==> src/rtl/swallow_divider.sv <==
module swallow_divider #(
  parameter int A_W = 7,
  parameter int B_W = 11
) (
  input  logic           clk_pre,
  input  logic           rst_n,
  input  logic [A_W-1:0] swallow_i,
  input  logic [B_W-1:0] prog_i,
  input  logic           wide_sel_i,
  input  logic           pwr_dn_i,
  input  logic           cnt_hold_i,
  output logic           mod_hi_o,
  output logic           wide_sel_o,
  output logic           div_o
);

  localparam logic [B_W-1:0] B_LAST = B_W'(1);

  logic [B_W-1:0] b_cnt;
  logic [A_W-1:0] a_cnt;
  logic           sel_q;
  logic           reload;

  assign reload = cnt_hold_i || (b_cnt <= B_LAST);

  always_ff @(posedge clk_pre or negedge rst_n) begin
    if (!rst_n) begin
      b_cnt <= '0;
      a_cnt <= '0;
      sel_q <= 1'b0;
    end else if (pwr_dn_i) begin
      b_cnt <= '0;
      a_cnt <= '0;
    end else if (reload) begin
      b_cnt <= prog_i;
      a_cnt <= swallow_i;
      sel_q <= wide_sel_i;
    end else begin
      b_cnt <= b_cnt - B_LAST;
      if (a_cnt != '0) a_cnt <= a_cnt - A_W'(1);
    end
  end

  assign div_o      = !pwr_dn_i && (b_cnt == B_LAST);
  assign mod_hi_o   = !pwr_dn_i && (a_cnt != '0);
  assign wide_sel_o = sel_q;

endmodule


==> config.mk <==
export PLATFORM = sky130hd
export DESIGN_NAME = swallow_divider
export DESIGN_NICKNAME = d
export VERILOG_FILES = /design/src/rtl/swallow_divider.sv
export SDC_FILE = /design/constraint.sdc
export NUM_CORES = 1
export LEC_CHECK = 0
export ABC_AREA = 1
export CORE_MARGIN = 2
export CORE_UTILIZATION = 24
export CTS_CLUSTER_DIAMETER = 150
export DETAILED_ROUTE_END_ITERATION = 8
export GPL_TIMING_DRIVEN = 0
export PLACE_DENSITY = 0.47
export SLEW_MARGIN = 10
export SYNTH_ARGS = -nofsm -noshare
export SYNTH_HDL_FRONTEND = slang
export SYNTH_SLANG_ARGS = --single-unit
export TNS_END_PERCENT = 1
==> constraint.sdc <==
create_clock -name clk_pre -period 2.1 [get_ports clk_pre]
set_clock_uncertainty 0.15 [all_clocks]
set_input_delay 0.63 -clock clk_pre [delete_from_list [all_inputs] [get_ports clk_pre]]
set_output_delay 0.63 -clock clk_pre [all_outputs]
set_load 0.03 [all_outputs]
# Word-level counts from Yosys, hierarchy flattened
# Cells that the tools add are included.
[word_totals]
reg_bits = 19
inputBits = 23
elab_cells = 20
[op_classes]
order_cmp = 1
bitwise = 1
eq_ne = 1
reduce_logical = 7
n_addsub = 2
mux = 5
[op_table]
columns = ["cell", "n"]
rows = [
  ["$mux W11", 2],
  ["$mux W7", 3],
  ["$eq A11 B1 Y1 const B", 1],
  ["$le A11 B1 Y1 const B", 1],
  ["$sub A11 B1 Y11 const B", 1],
  ["$reduce_bool A7 Y1", 1],
  ["$sub A7 B1 Y7 const B", 1],
  ["$reduce_bool A3 Y1", 1],
  ["$logic_and A1 B1 Y1", 2],
  ["$reduce_and A2 Y1", 1],
  ["$logic_not A1 Y1", 1],
  ["$logic_or A1 B1 Y1", 1],
  ["$not A1 Y1", 1],
]

# Logic depth before layout (Yosys ltp)
[depth]
depth_word = 4
depth_mapped = 11
ltp_nobuf = 11

# Least setup slack after synthesis
# OpenSTA, ideal clock, no wires.
[synth_path]
kind = "reg-to-output"
start = "reg b_cnt[1]"
end = "out div_o"
arrival_ps = 1286
stages_incl_launch_ff = 7
path_slack_ps = 34
n_path_buf = 0
t_required_ps = 1320
path_cell_list = "dfrtp_1 -> inv_1 -> ha_1 -> nand2_1 -> nor2_1 -> nand2_1 -> nor2_1"
[synth_between]
elab_chain_cells = 2
[synth_rtl]
columns = ["item", "line", "source"]
rows = [
  ["start, declared", "19", "logic [B_W-1:0] b_cnt;"],
  ["start signal, assigned", "35", "b_cnt <= prog_i;"],
  ["start signal, assigned", "39", "b_cnt <= b_cnt - B_LAST;"],
  ["$eq A11 B1 Y1", "44", "assign div_o = !pwr_dn_i && (b_cnt == B_LAST);"],
  ["$logic_and A1 B1 Y1", "44", ""],
  ["end, declared", "14", "output logic div_o"],
]
# No other way between the ends.

# Worst setup path after layout
[layout_path]
start = "reg b_cnt[7]"
end = "out div_o"
# Same word-level chain as after synthesis.

==> out/results.txt <==
Placed insts: 253
Ratio of cells with drive above 1 in the final layout: 20.7%
Proportion of netlist area held by the largest area contributor: 38.9%
Starting Density: 25.4%
Post-synthesis cell count: 161
Rows: 25
Hold wc startpoint: wide_sel_o
Post-synthesis cell type count: 24
CTS tree: built
Hold buffers post-CTS: 0
Hold Path Depth: 2
Critical setup path kind: register to primary output
Worst Path Required: 1.32 ns
Fin. Hold Viols: 0
GRT Overall Usage: 12.6%
# diodes: 0
Mapped Nets: 188
Period utilisation layout: 102%
Number of max-slew violations in the final report: 0
Worst slew pin tran: 0.889 ns
Startpoint types: register
CTS Sinks: 19
Top-level I/O count: 26
Detail Route Antenna Nets: 0
Pre-antenna DRT Iters: 4
RSZ-0062 raised after global routing: yes
Post-route insts no fill: 265
Grt ovf: 0
Synth area leaders: dfrtp_1 39%, nand2_1 12%, nand3_1 9.0%
Cell type with the highest aggregate area in the netlist: dfrtp_1
Yosys warns: 0
Maximum root-to-sink buffer count: 2
Fill count: 538
Root Buffer Master: clkbuf_8
Layout overhead on the synthesized area: 37.1%
Die H: 75.4 um
Final setup fails: 2
Synth async-reset ratio: 100%
Hpwl dp: 2240 um
Leak pwr: 0.807 nW
HP Class: register to register
Minimum clock period: 2.15 ns
Register-to-Register Path Depth: 10
Final setup margin: -0.0511 ns
Mapped Avg Cell Area: 7.60 um^2
Max_slew headroom: 40.5%
Routed len/inst: 11.8 um
WHS Endpoint: wide_sel_o
Total of max-cap violations: 0
CP Launch Point: b_cnt[7]
R2r endpoint: a_cnt[0]
Crit end category: primary output
RePlAce Congestion: 0.829
Final wirelength: 3130 um
Number of enable flip-flop cells after synthesis: 0
Critical R2R Launch: b_cnt[0]
Die area: 5690 um^2
Most used DFF post-synth: dfrtp_1
# H-tree levels: 1
Max Clk Rate: 465 MHz
First-pass GRT wire length: 5250 um
Post-route DRC: 0
Clk slew on worst S/H paths: 0.08 ns
Power Density: 805 nW/um^2
Dpl ws: -0.625 ns
Worst-Skew Late Latency: 0.26 ns
Sequential share of the synthesized area: 38.9%
Failing checks: negative setup slack
Run status: complete, but fails checks
Initial drt markers: 49
Data arrival, critical path: 1.37 ns
CP Max Fanout: 4
Worst VDD drop: 0.292 mV
I/O Buffers: 25
Vias in the first global route: 1136
Largest net degree at the start of global routing: 20
Chip width: 75.4 um
CTS Buf Count: 3
Core area: 4820 um^2
Most frequent cell after synthesis: nand2_1
Antenna violations before repair: 0
Commonest cells post-synth: 38 x nand2_1, 22 x nand3_1, 19 x dfrtp_1, 16 x inv_1, 15 x nor2_1
Number of vias per cell: 4.28
Via count: 1133
Yosys reg bits: 19
R2R Setup Slk: 0.07 ns
Synth Cell Area: 1220 um^2
NumNets Final: 226
[area by class of cell]
cell class | count | area [um^2] | area share [%]
multi-input cells | 119 | 659 | 39.3
flip-flops and latches | 19 | 475 | 28.3
repair buffers | 33 | 307 | 18.3
inverters | 18 | 67.6 | 4.03
clock buffers | 3 | 41.3 | 2.46
well taps | 67 | 83.8 | 5.00
plain buffers | 5 | 38.8 | 2.31
clock inverters | 1 | 5.00 | 0.298
[stage by stage]
stage               hold slack, ns  instance area [um^2]  setup TNS (ns)  utilization [%]  power, mW
CTS                          0.341                  1640          -0.109             34.1       1.33
detailed placement           0.318                  1560           -3.24             32.3       1.03
finish                       0.333                  1680         -0.0803             34.8       1.35
global placement             0.320                  1560           -3.07             32.3       1.03
floorplan                    0.184                  1220               0                -      0.876
global route                 0.362                  1680          -0.766             34.8       1.47
[where the power goes]
part / switching [mW] / internal, mW
combinational: 0.337 / 0.260
sequential: 0.0540 / 0.433
clock: 0.134 / 0.132
total: 0.525 / 0.825
[sequential cells by signal (all words and copies together) (netlist names)]
name and count:
wide_sel_o 1, b_cnt 11, a_cnt 7
[layout by cell type (no fill, tap or decap), drive strengths merged]
master         netlist  final
nor2                20     20
xnor2                4      4
ha                   4      4
inv                 18     18
a31oi                1      1
dlygate4sd2          0      1
dlymetal6s2s         0      1
clkinv               0      1
buf                  5     15
o21ai               12     12
dfrtp               19     19
a21oi                5      5
nand4                2      2
xor2                 6      6
clkbuf               0      3
nand2               41     41
nand3               24     24
clkdlybuf4s50        0     21
[worst max path at each step]
stage	endpoint	slack, ns	cells past startpoint
3_5_place_dp	mod_hi_o	-0.62	3
4_1_cts	div_o	-0.08	7
5_1_grt	div_o	-0.13	7
6_report	div_o	-0.05	6
2_1_floorplan	div_o	0.03	6
3_3_place_gp	mod_hi_o	-0.62	3
[timing repair]
item                                    CTS  global route
pin swaps                                 2             2
endpoints found under the setup margin    2             7
gates resized for setup                  20             4
buffers inserted                          4             4
[worst max-delay path: stages, from the launching register on]
cell and delay [ns]:
dfrtp_1 0.41, inv_2 0.09, nand2_1 0.06, nor2_2 0.21, nand2_2 0.09, nor2_1 0.09
buf_4 0.16
[layer usage]
| layer | GRT usage [%] | routed length, um | part of all wire (%) |
|---|---|---|---|
| met5 | 0 | 0 | 0 |
| met3 | 1.46 | 123 | 3.9 |
| met2 | 21.1 | 1480 | 47 |
| met4 | 5.85 | 55 | 1.8 |
| met1 | 16.3 | 1460 | 47 |
[kinds of logic after synthesis]
group	after synthesis	synth area share, %
XOR/XNOR	10	7.16
flip-flops	19	38.9
AO/OA/AOI/OAI	18	7.77
buffers and inverters	23	8.69
adder cells (fa/ha/maj)	4	4.09
AND/OR/NAND/NOR	87	33.4
Note: power is estimated with default switching activity, not from simulation.
